## src/rtl/nbr_fault_bist.sv

```systemverilog
module nbr_fault_bist #(
  parameter int AW = 8,
  parameter int DW = 8
) (
  input  logic          clk,
  input  logic          rst,
  input  logic          start,
  output logic [AW-1:0] mem_addr,
  output logic [DW-1:0] mem_wdata,
  output logic          mem_we,
  output logic          mem_re,
  input  logic [DW-1:0] mem_rdata,
  output logic          done,
  output logic          fail,
  output logic          flag_stuck,
  output logic          flag_coup,
  output logic          flag_psf,
  output logic          flag_dec,
  output logic [AW-1:0] fail_addr
);

  localparam int NSTEP = 52;
  localparam int SW = $clog2(NSTEP);
  localparam int PAT0 = 24;
  localparam int DEC0 = 48;
  localparam logic [AW-1:0] LASTB = {{(AW-1){1'b1}}, 1'b0};
  localparam logic [1:0] TL = 2'd0, TV = 2'd1, TH = 2'd2;
  localparam logic [1:0] C_STK = 2'd0, C_CPL = 2'd1, C_PAT = 2'd2, C_DEC = 2'd3;

  typedef enum logic [2:0] {S_IDLE, S_OP, S_CMP, S_FIX, S_DONE} st_t;

  st_t           state;
  logic [AW-1:0] base;
  logic [SW-1:0] step;
  logic [1:0]    fixn;
  logic [3:0]    flags;
  logic          fail_q;

  function automatic logic [5:0] op(input logic rd, input logic [1:0] t,
                                    input logic one, input logic [1:0] c);
    return {rd, t, one, c};
  endfunction

  logic [5:0] sd;
  always_comb begin
    int pi;
    int k;
    pi = int'(step) - PAT0;
    k  = pi / 6;
    sd = op(1'b0, TL, 1'b0, C_STK);
    if (int'(step) >= PAT0 && int'(step) < DEC0) begin
      case (pi % 6)
        0:       sd = op(1'b0, TL, k < 2, C_PAT);
        1:       sd = op(1'b0, TH, k == 1 || k == 2, C_PAT);
        2:       sd = op(1'b0, TV, 1'b1, C_PAT);
        3:       sd = op(1'b1, TV, 1'b1, C_PAT);
        4:       sd = op(1'b0, TV, 1'b0, C_PAT);
        default: sd = op(1'b1, TV, 1'b0, C_PAT);
      endcase
    end else begin
      case (int'(step))
        0:  sd = op(1'b0, TL, 1'b0, C_STK);
        1:  sd = op(1'b1, TL, 1'b0, C_STK);
        2:  sd = op(1'b0, TL, 1'b1, C_STK);
        3:  sd = op(1'b1, TL, 1'b1, C_STK);
        4:  sd = op(1'b0, TV, 1'b0, C_CPL);
        5:  sd = op(1'b0, TL, 1'b0, C_CPL);
        6:  sd = op(1'b0, TL, 1'b1, C_CPL);
        7:  sd = op(1'b1, TV, 1'b0, C_CPL);
        8:  sd = op(1'b0, TL, 1'b0, C_CPL);
        9:  sd = op(1'b1, TV, 1'b0, C_CPL);
        10: sd = op(1'b0, TH, 1'b1, C_CPL);
        11: sd = op(1'b1, TV, 1'b0, C_CPL);
        12: sd = op(1'b0, TH, 1'b0, C_CPL);
        13: sd = op(1'b1, TV, 1'b0, C_CPL);
        14: sd = op(1'b0, TV, 1'b1, C_CPL);
        15: sd = op(1'b0, TL, 1'b1, C_CPL);
        16: sd = op(1'b1, TV, 1'b1, C_CPL);
        17: sd = op(1'b0, TL, 1'b0, C_CPL);
        18: sd = op(1'b1, TV, 1'b1, C_CPL);
        19: sd = op(1'b0, TH, 1'b1, C_CPL);
        20: sd = op(1'b1, TV, 1'b1, C_CPL);
        21: sd = op(1'b0, TH, 1'b0, C_CPL);
        22: sd = op(1'b1, TV, 1'b1, C_CPL);
        23: sd = op(1'b0, TV, 1'b0, C_PAT);
        48: sd = op(1'b0, TV, 1'b1, C_DEC);
        49: sd = op(1'b0, TL, 1'b0, C_DEC);
        50: sd = op(1'b0, TH, 1'b0, C_DEC);
        default: sd = op(1'b1, TV, 1'b1, C_DEC);
      endcase
    end
  end

  wire        s_rd  = sd[5];
  wire [1:0]  s_tgt = sd[4:3];
  wire        s_one = sd[2];
  wire [1:0]  s_cls = sd[1:0];

  function automatic logic [AW-1:0] taddr(input logic [AW-1:0] b, input logic [1:0] t);
    return b + AW'(t);
  endfunction

  wire [AW-1:0] op_addr  = taddr(base, s_tgt);
  wire          fix_dec  = (s_cls == C_DEC);
  wire          fix_nbr  = fix_dec && (fixn != 2'd2);
  wire [AW-1:0] fix_addr = fix_nbr ? taddr(base, (fixn == 2'd0) ? TL : TH) : taddr(base, TV);
  wire          fix_last = !fix_dec || (fixn == 2'd2);
  wire          mism     = (mem_rdata != {DW{s_one}});
  wire          need_fix = (s_cls == C_CPL) || fix_dec;

  wire          last_step = (int'(step) == NSTEP - 1);
  wire          last_base = (base == LASTB);
  wire st_t     adv_state = (last_step && last_base) ? S_DONE : S_OP;
  wire [SW-1:0] adv_step  = last_step ? '0 : step + 1'b1;
  wire [AW-1:0] adv_base  = last_step ? base + 1'b1 : base;

  always_ff @(posedge clk) begin
    if (rst) begin
      state     <= S_IDLE;
      base      <= '0;
      step      <= '0;
      fixn      <= '0;
      flags     <= '0;
      fail_q    <= 1'b0;
      fail_addr <= '0;
    end else begin
      case (state)
        S_IDLE, S_DONE: if (start) begin
          state     <= S_OP;
          base      <= '0;
          step      <= '0;
          flags     <= '0;
          fail_q    <= 1'b0;
          fail_addr <= '0;
        end
        S_OP: if (s_rd) state <= S_CMP;
              else begin state <= adv_state; step <= adv_step; base <= adv_base; end
        S_CMP: begin
          if (mism) begin
            flags[s_cls] <= 1'b1;
            fail_q <= 1'b1;
            if (!fail_q) fail_addr <= op_addr;
          end
          if (mism && need_fix) begin
            state <= S_FIX;
            fixn  <= '0;
          end else begin
            state <= adv_state; step <= adv_step; base <= adv_base;
          end
        end
        S_FIX: if (fix_last) begin state <= adv_state; step <= adv_step; base <= adv_base; end
               else fixn <= fixn + 1'b1;
        default: state <= S_IDLE;
      endcase
    end
  end

  assign mem_we     = (state == S_OP && !s_rd) || state == S_FIX;
  assign mem_re     = (state == S_OP) && s_rd;
  assign mem_addr   = (state == S_FIX) ? fix_addr : op_addr;
  assign mem_wdata  = (state == S_FIX && fix_nbr) ? '0 : {DW{s_one}};
  assign done       = (state == S_DONE);
  assign fail       = fail_q;
  assign flag_stuck = flags[C_STK];
  assign flag_coup  = flags[C_CPL];
  assign flag_psf   = flags[C_PAT];
  assign flag_dec   = flags[C_DEC];

endmodule


```

## config.mk

```make
export PLATFORM = sky130hd
export DESIGN_NAME = nbr_fault_bist
export DESIGN_NICKNAME = d
export VERILOG_FILES = /design/src/rtl/nbr_fault_bist.sv
export SDC_FILE = /design/constraint.sdc
export NUM_CORES = 1
export LEC_CHECK = 0
export BUFFER_PORTS_ARGS = -buffer_cell sky130_fd_sc_hd__buf_2
export CAP_MARGIN = 20
export CORE_UTILIZATION = 50
export CTS_BUF_LIST = sky130_fd_sc_hd__clkbuf_2 sky130_fd_sc_hd__clkbuf_4 sky130_fd_sc_hd__clkbuf_8
export DETAILED_ROUTE_END_ITERATION = 12
export GPL_TIMING_DRIVEN = 1
export PLACE_DENSITY_LB_ADDON = 0.25
export SYNTH_ARGS = -nofsm -noshare
export SYNTH_HDL_FRONTEND = slang
export SYNTH_SLANG_ARGS = --single-unit
```

## constraint.sdc

```tcl
create_clock -name clk -period 7.4 [get_ports clk]
set_input_delay 0 -clock clk [delete_from_list [all_inputs] [get_ports clk]]
set_output_delay 0 -clock clk [all_outputs]
set_load 0.03 [all_outputs]
```

# Word-level counts from Yosys, hierarchy flattened
# Memories as Yosys holds them, arrays and structs flattened. A register that Yosys moved wholly into a read port is not among the register bits.
# Cells that the tools add are included.
word_totals:
  reg_bits: 32
  n_memories: 1
  elab_cells: 113
  romBits: 384
  output_inout_bits: 32
  inputBits: 11
op_classes:
  n_addsub: 6
  reduce_logical: 26
  magnitude_cmp: 5
  bitwise_logic: 1
  muxes: 40
  eq_ne: 25
  div: 2
memory_table:
  columns: ["name", "words", "word_bits", "rd", "rd_clocked_by_memory_dff", "write_ports", "line_no", "source"]
  rows:
  - ["(name not given)", 64, 6, 1, 1, 0, "61", "case (int'(step))"]
op_table:
  columns: ["op", "n"]
  rows:
  - ["equality test 32 x 2 -> 1 bit, second input constant", 3]
  - ["two-way mux 8 bit", 10]
  - ["equality test 32 x 3 -> 1 bit, second input constant", 2]
  - ["two-way mux 6 bit", 8]
  - ["divider 32 x 4 -> 32 bit, second input constant", 1]
  - ["equality test 32 x 1 -> 1 bit, second input constant", 1]
  - ["logical NOT 32 bit", 1]
  - ["< comparator 32 x 3 -> 1 bit, second input constant", 1]
  - ["modulo 32 x 4 -> 32 bit, second input constant", 1]
  - ["case mux 8 bit (4 select lines)", 1]
  - ["case mux 6 bit (5 select lines)", 1]
  - ["case mux 6 bit (4 select lines)", 1]
  - ["inequality test 2 bit, second input constant", 9]
  - ["adder 8 x 2 -> 8 bit", 2]
  - ["case mux 8 bit (2 select lines)", 1]
  - ["two-way mux 3 bit", 5]
  - ["case mux 3 bit (4 select lines)", 1]
  - ["adder 8 x 1 -> 8 bit, second input constant", 1]
  - ["equality test 8 bit, second input constant", 1]
  - ["logical AND 1 bit", 8]
  - ["two-way mux 4 bit", 2]
  - ["inequality test 8 bit", 1]
  - ["case mux 4 bit (2 select lines)", 1]
  - ["subtractor 6 x 5 -> 7 bit, second input constant", 1]
  - ["29 further kinds", 41]

# Longest topological paths before layout
# Gate-level depths: netlist of the first run.
depth:
  depth_word: 13
  mapped_depth: 29
  depth_no_buf: 26

# Worst setup path after synthesis of the first run
# Ideal clock, no wire load.
synth_timing:
  kind: "register -> register"
  startpoint: "register step[0]"
  endpoint: "register with a tool-made name"
  setup_time_ns: 0.086
  path_stages_with_launch: 27
  required_ns: 7.314
  path_buffers: 3
  arrival_time_ns: 5.894
  synth_period_minus_slack_ns: 5.980
  path_slack_ns: 1.420
  cell_sequence: "dfxtp_1 clkbuf_1 inv_1 ha_1 and4bb_1 nor3_1 o22ai_2 buf_6 a21boi_4 a21oi_1 or2_2 ha_1 or3_1 o221ai_1 a21oi_1 or3_1 a211o_1 a211oi_4 o31a_1 buf_4 nand3_1 a21oi_1 inv_1 ha_1 a311oi_1 a2111oi_0 a211oi_1"
synth_rtl:
  columns: ["element", "line_no", "source"]
  rows:
  - ["from (decl)", "34", "logic [SW-1:0] step;"]
  - ["from (signal assigned)", "137", "else begin state <= adv_state; step <= adv_step; base <= adv_base; end"]
  - ["from (signal assigned)", "148", "state <= adv_state; step <= adv_step; base <= adv_base;"]
  - ["from (signal assigned)", "151", "S_FIX: if (fix_last) begin state <= adv_state; step <= adv_step; base <= adv_base; end"]

==> results of run 1 <==
## path summary, 6_finish.rpt
| path | from | to | slack, ns | depth (start not counted) |
|---|---|---|---|---|
| worst max-delay path | step[1] | flop | 0.58 | 23 |
| worst min-delay path | start | fail | 0.05 | 4 |
| worst max register to register | step[1] | flop | 0.58 | 23 |
| worst min register to register | flags[1] | flags[1] | 0.46 | 1 |
## logic make-up (layout without fill, tap and decap cells)
kind of cell | count (synthesis) | after routing | share of synthesized area
simple gates | 175 | 175 | 0.236
buf+inv | 69 | 87 | 0.0813
mux | 8 | 8 | 0.0217
compound gates | 168 | 168 | 0.326
flops | 38 | 38 | 0.203
xor+xnor | 21 | 21 | 0.0510
fa+ha+maj | 24 | 24 | 0.0813
## cell usage in the layout (no fill, tap or decap), types with 5 or more instances in the layout
cell type  instances
a221oi_1           5
nor3_1            11
o21ai_1           12
o32ai_1           12
nand2_1           41
a21oi_1           35
or3_1              5
nand2b_1           6
mux2i_1            7
xnor2_1           11
ha_1              22
a32oi_1            5
buf_2             42
a21o_1             5
nor4_1             8
a31oi_1            5
a211oi_1           6
nand3_1           19
o21ai_0           22
inv_1             33
dfxtp_1           38
clkbuf_8           6
xor2_1             8
o21a_1             7
nor2b_1            7
nor2_1            45
## routing by layer
metal | global-route usage | vias up
li1 | - | 1901
met1 | 0.374 | 1865
met2 | 0.425 | 147
met3 | 0.0448 | 28
met4 | 0.0894 | 0
met5 | 0 | -
## metrics by stage
stage	power (uW)	utilization	instance area (sq um)
after CTS	569	0.561	4070
after detailed placement	350	0.542	3930
after global routing	595	0.563	4080
after floorplan	320	-	3750
final	568	0.563	4080
after global placement	349	0.542	3930
## synthesized netlist by cell type, types with 4 or more instances
| cell | number |
|---|---|
| nand2_1 | 41 |
| nand2b_1 | 6 |
| a32oi_1 | 5 |
| and2_1 | 4 |
| nor2_1 | 45 |
| ha_1 | 22 |
| inv_1 | 33 |
| a21oi_1 | 35 |
| a31oi_1 | 5 |
| or4_1 | 4 |
| o31ai_1 | 4 |
| nor2b_1 | 7 |
| dfxtp_1 | 38 |
| a211oi_1 | 6 |
| o22ai_1 | 4 |
| nand4_1 | 4 |
| o32ai_1 | 12 |
| nor3_1 | 11 |
| a22oi_1 | 4 |
| buf_4 | 8 |
| a211o_1 | 4 |
| mux2i_1 | 7 |
| nor4_1 | 8 |
| a21o_1 | 5 |
| or3_1 | 5 |
| nand3_1 | 19 |
| a221oi_1 | 5 |
| o21ai_1 | 12 |
| buf_2 | 7 |
| o21a_1 | 7 |
| clkbuf_1 | 17 |
| o21ai_0 | 22 |
| xnor2_1 | 12 |
| xor2_1 | 8 |
## power breakdown
group | switching [uW] | internal [uW]
Clock | 75.7 | 144
Sequential | 3.04 | 207
Combinational | 90.4 | 48.6
## worst reg2reg max path, cell delays in order, from the launching register on
cell,delay [ns]
dfxtp_1,0.71
inv_1,0.10
ha_1,0.25
and4bb_1,0.25
nor3_1,0.31
o22ai_2,0.27
a21boi_4,0.39
a21oi_1,0.09
or2_2,0.34
ha_1,0.34
or3_1,0.39
o221ai_1,0.17
a21oi_1,0.11
or3_1,0.36
a211o_1,0.28
a211oi_4,0.41
o31a_1,0.46
nand3_1,0.16
a21oi_1,0.39
inv_1,0.15
ha_1,0.24
a311oi_1,0.20
a2111oi_0,0.10
a211oi_1,0.24
## area by class of cell
class / count / area [sq um]
Timing Repair Buffer: 44 / 225
Multi-Input combinational cell: 396 / 2700
Tap cell: 99 / 124
Fill cell: 698 / 3170
Clock buffer: 6 / 82.6
Sequential cell: 38 / 761
Inverter: 35 / 131
Clock inverter: 2 / 60.1
## timing repair
| action | CTS | global route |
|---|---|---|
| resized for setup | 0 | 1 |
| endpoints found under the setup margin | 0 | 1 |
| setup buffers | 0 | 0 |
==> out/qor.csv, run 1 <==
stage;metric;value;unit
run_status;status;finished clean;
grt;gr ovfl total;0;
die;Die W;88.7;um
synthesis;Synth Instances;503;
sta;final worst setup slack;0.584;ns
synthesis;syn nets;537;
die;Rows;31;
clock_network;hold buffers post-CTS;0;
route;Met3 Wirelength;570;um
grt;antenna violations before repair;0;
route;# DRC;0;
grt;largest net degree at the start of global routing;36;
route;WL final;10400;um
placed_design;# placed instances;612;
job;number of max-cap violations;0;
die;Die Ht;88.7;um
placed_design;GP Congestion;0.910;
worst_setup_path;slowest CP cell;dfxtp_1;
cells_and_area;Nets;554;
sta;worst slew pin tran;0.873;ns
clock_network;# clock sinks;38;
sta;worst clock skew;0.0150;ns
grt;vias in the first global route;3395;
min_path;worst hold path type;in -> reg;
synthesis;Synth Register Bits;38;
placed_design;IO buf count;42;
cells_and_area;Syn-to-layout area delta;8.66;%
sta;RSZ-0062 raised after global routing;no;
sta;Max Clock Freq;0.147;GHz
sta;Max Slew Vio Count;0;
placed_design;pre-CTS WS;0.695;ns
route;met2 WL;4640;um
pwr;leak pwr;0.00167;uW
cells_and_area;layout cells sized above 1;0.140;
worst_setup_path;delay-heaviest family, CP;compound AO/OA/AOI/OAI gates;
route;vias per cell;6.36;
worst_setup_path;Crit Path Max Fanout;15;
synthesis;number of enable flip-flop cells after synthesis;0;
synthesis;Area contributors post-synth;dfxtp_1 20%, ha_1 7.3%, a21oi_1 4.7%;
grt;first-pass GRT wire length;16700;um
clock_network;Worst-Skew Late Latency;0.30;ns
clock_network;Clock Tree Root;clkbuf_8;
synthesis;Cell Area, Synth;3750;sq um
synthesis;sequential-to-total area share from yosys stat;0.203;
placed_design;post-detail-place hpwl;7850;um
worst_setup_path;WP buf/inv;2;
cells_and_area;Non-Filler Instances;620;
sta;worst rel slew slack;0.414;
clock_network;TritonCTS buffer count;5;
route;initial DRC count;336;
clock_network;Clock transition at path regs;0.08;ns
synthesis;Yosys cell types;84;
synthesis;Syn Area/Cell;7.46;sq um
worst_setup_path;Worst setup EP type;flop;
sta;Final setup viols;0;
clock_network;H-tree lvl count;2;
route;Final ANT Viol Nets;0;
clock_network;CTS tree;done;
worst_setup_path;critical path's largest stage delay;0.71;ns
die;Die Footprint;7860;sq um
die;core area;7250;sq um
pwr;Power Dens Cells;139;nW/um^2
sta;Final Cycle Share;0.921;
grt;gr usage total;0.270;
route;DR vias;3941;
route;Avg WL per Cell;16.7;um
worst_setup_path;Req. time, crit path;7.60;ns
pwr;VDD IR-drop max;0.000123;V
worst_setup_path;worst-path cell chain;inv_1 > ha_1 > and4bb_1 > nor3_1 > o22ai_2 > a21boi_4 > a21oi_1 > or2_2 > ha_1 > or3_1 > o221ai_1 > a21oi_1 > or3_1 > a211o_1 > a211oi_4 > o31a_1 > nand3_1 > a21oi_1 > inv_1 > ha_1 > a311oi_1 > a2111oi_0 > a211oi_1;
route;met1 wire length;4940;um
route;Top Metal Used;met4;
worst_setup_path;Worst Setup Path Type;reg -> reg;
synthesis;area leader, netlist;dfxtp_1;
synthesis;Synth top area share;0.203;
route;drt pass-1 iters;5;
worst_setup_path;Worst EP arrival;7.01;ns
sta;Fin. Hold Viols;0;
die;# IOs;43;
synthesis;share of flip-flops with an asynchronous set or reset;0;
clock_network;Max Root-Sink Buffers;2;
sta;final worst path period need;6.82;ns
worst_setup_path;Setup crit start kind;flop;
synthesis;ys flop type;dfxtp_1;
sta;Hold Slack;0.0549;ns
cells_and_area;antenna cells;0;
synthesis;Yosys Warn Count;0;
die;initial core utilization;0.518;
sta;setup_tns;0;ns
Power figures use the tool's default switching activity.
==> run 2: changes to the inputs <==
- PLACE_DENSITY_LB_ADDON: 0.25 -> 0.3
==> run 2 against run 1 <==
Register-to-register slack got worse by 0.03 ns. Combinational power barely moved. Via count fell by 0.25%. Routed wire length fell by 4.1%. Sequential share of layout area rose by 0.25 points. Worst hold slack improved by 0.00071 ns. Critical path type unchanged. Largest power group is now sequential cells.
==> out/qor.csv, run 2 (synthesis results as in run 1) <==
stage;metric;value;unit;change
run_status;status;finished clean;;
cells_and_area;fill cell count;702;;+0.57%
sta;Max Clock Freq;0.146;GHz;-0.37%
cells_and_area;Non-Filler Instances;620;;unchanged
pwr;Power Dens Cells;125;nW/um^2;-11%
grt;GRT Max-Usage Layer;met2;;
grt;antenna violations before repair;0;;unchanged
route;Avg WL per Cell;16.1;um;-4.1%
route;# DRC;0;;unchanged
sta;Final Cycle Share;0.925;;+0.00344
route;vias per cell;6.34;;-0.25%
grt;met2 Use GR;0.396;;-0.0294
worst_setup_path;worst-path cell chain;inv_1 > ha_1 > and4bb_1 > nor3_1 > o22a_1 > xnor2_1 > o22ai_1 > or2_2 > ha_1 > nor2_1 > or4_1 > a21oi_1 > xor2_1 > maj3_1 > a211oi_4 > o31a_1 > nand3_1 > a21oi_1 > inv_1 > ha_1 > nor4b_1 > a211oi_1 > o32ai_1;;
cells_and_area;antenna cells;0;;unchanged
route;initial DRC count;383;;+14%
worst_setup_path;delay-heaviest family, CP;compound AO/OA/AOI/OAI gates;;
worst_setup_path;CP dominant cell by count;ha_1;;
die;Die W;88.7;um;unchanged
grt;first-pass GRT wire length;16200;um;-2.9%
grt;gr usage total;0.260;;-0.00952
clock_network;hold buffers post-CTS;0;;unchanged
grt;GR Util met3;0.0448;;unchanged
clock_network;# clock sinks;38;;unchanged
clock_network;H-tree lvl count;2;;unchanged
cells_and_area;layout cells sized above 1;0.138;;-0.00192
placed_design;IO buf count;42;;unchanged
pwr;Tot Pwr;501;uW;-12%
clock_network;TritonCTS buffer count;5;;unchanged
clock_network;Post-CTS Resized;0;;unchanged
die;# IOs;43;;unchanged
sta;Fin. Hold Viols;0;;unchanged
grt;vias in the first global route;3410;;+0.44%
worst_setup_path;Worst setup EP type;flop;;
worst_setup_path;Worst EP arrival;7.03;ns;+0.02 ns
pwr;VDD IR-drop max;0.0000755;V;-39%
sta;Max Slew Vio Count;0;;unchanged
sta;worst slew pin tran;0.888;ns;+0.0152 ns
route;drt pass-1 iters;5;;unchanged
cells_and_area;commonest non-fill, non-tap cell in the layout;nor2_1;;
clock_network;Clock Tree Root;clkbuf_8;;
sta;worst clock skew;0.0134;ns;-0.00157 ns
worst_setup_path;critical path's largest stage delay;0.67;ns;-0.04 ns
sta;setup_tns;0;ns;unchanged
route;DR vias;3931;;-0.25%
sta;Final setup viols;0;;unchanged
placed_design;DP Area;3930;sq um;unchanged
worst_setup_path;Worst Setup Path Type;reg -> reg;;
clock_network;CTS tree;done;;
sta;final worst path period need;6.84;ns;+0.0254 ns
grt;largest net degree at the start of global routing;36;;unchanged
job;number of max-cap violations;0;;unchanged
die;initial core utilization;0.518;;unchanged
grt;met1 Use GR;0.371;;-0.00233
cells_and_area;footprint of the multi-input gates;2690;sq um;-0.28%
die;Die Ht;88.7;um;unchanged
cells_and_area;Design Area, Final;4030;sq um;-1.3%
worst_setup_path;WP buf/inv;2;;unchanged
cells_and_area;register area;761;sq um;unchanged
clock_network;Post-CTS Setup Bufs;0;;unchanged
route;WL final;9950;um;-4.1%
cells_and_area;Nets;554;;unchanged
sta;RSZ-0062 raised after global routing;no;;
clock_network;Worst-Skew Late Latency;0.30;ns;about the same
placed_design;GP Congestion;0.961;;+5.6%
die;core area;7250;sq um;unchanged
die;Rows;31;;unchanged
worst_setup_path;Req. time, crit path;7.59;ns;about the same
route;Final ANT Viol Nets;0;;unchanged
clock_network;Max Root-Sink Buffers;2;;unchanged
grt;gr ovfl total;0;;unchanged
cells_and_area;most frequent cells in the layout;45 x nor2_1, 42 x buf_2, 41 x nand2_1;;
min_path;worst hold path type;in -> reg;;
worst_setup_path;Crit Path Max Fanout;15;;unchanged
placed_design;# placed instances;612;;unchanged
pwr;leak pwr;0.00164;uW;-1.9%
worst_setup_path;Setup crit start kind;flop;;
cells_and_area;Syn-to-layout area delta;7.20;%;
placed_design;post-detail-place hpwl;7540;um;-3.9%
die;Die Footprint;7860;sq um;unchanged
sta;worst rel slew slack;0.404;;-0.0102
clock_network;Clock transition at path regs;0.09;ns;about the same
worst_setup_path;slowest CP cell;dfxtp_1;;
==> run 2: changes by cell type in the layout (fill, tap and decap cells not counted) <==
cell and delta:
bufinv_16 -2, xnor2_1 +1, clkinv_2 +1, xnor2_2 -1
clkinvlp_4 +1
==> run 2: final timing paths <==
kind             from       end  slack (ns)  depth (start not counted)
max           step[1]      flop        0.56                         23
min             start  state[2]        0.06                          4
max reg2reg   step[1]      flop        0.56                         23
min reg2reg  flags[0]  flags[0]        0.46                          1
==> run 2: stage by stage <==
step | worst slack, ns | hold WS [ns] | utilization
global placement | 1.03 | 0.348 | 0.542
finish | 0.558 | 0.0556 | 0.555
CTS | 0.658 | 0.0453 | 0.555
floorplan | 1.42 | 0.0961 | -
global route | 0.0245 | 0.0946 | 0.555
detailed placement | 0.675 | 0.354 | 0.542
==> run 2: worst reg2reg max path: stages, from the launching register on <==
cell,delay [ns]
dfxtp_1,0.67
inv_1,0.10
ha_1,0.25
and4bb_1,0.25
nor3_1,0.33
o22a_1,0.39
xnor2_1,0.22
o22ai_1,0.15
or2_2,0.32
ha_1,0.36
nor2_1,0.06
or4_1,0.51
a21oi_1,0.30
xor2_1,0.13
maj3_1,0.39
a211oi_4,0.35
o31a_1,0.46
nand3_1,0.18
a21oi_1,0.38
inv_1,0.15
ha_1,0.22
nor4b_1,0.15
a211oi_1,0.29
o32ai_1,0.13
==> run 2: area by class of cell <==
cell class,instances,area share
multi-input cells,396,0.668
clock buffers,6,0.0205
clock inverters,2,0.00311
flip-flops and latches,38,0.189
well taps,99,0.0308
repair buffers,44,0.0560
inverters,35,0.0326
==> run 2: per-layer routing <==
layer	vias to the layer above	routed length, um
li1	1897	-
met1	1830	4720
met2	185	4430
met3	19	638
met4	0	160
met5	-	0
==> run 2: where the power goes <==
part           switching [uW]  leakage, uW  internal [uW]
registers                2.86     0.000307            207
clock network            78.4    0.0000472           75.0
logic                    89.8      0.00129           48.6
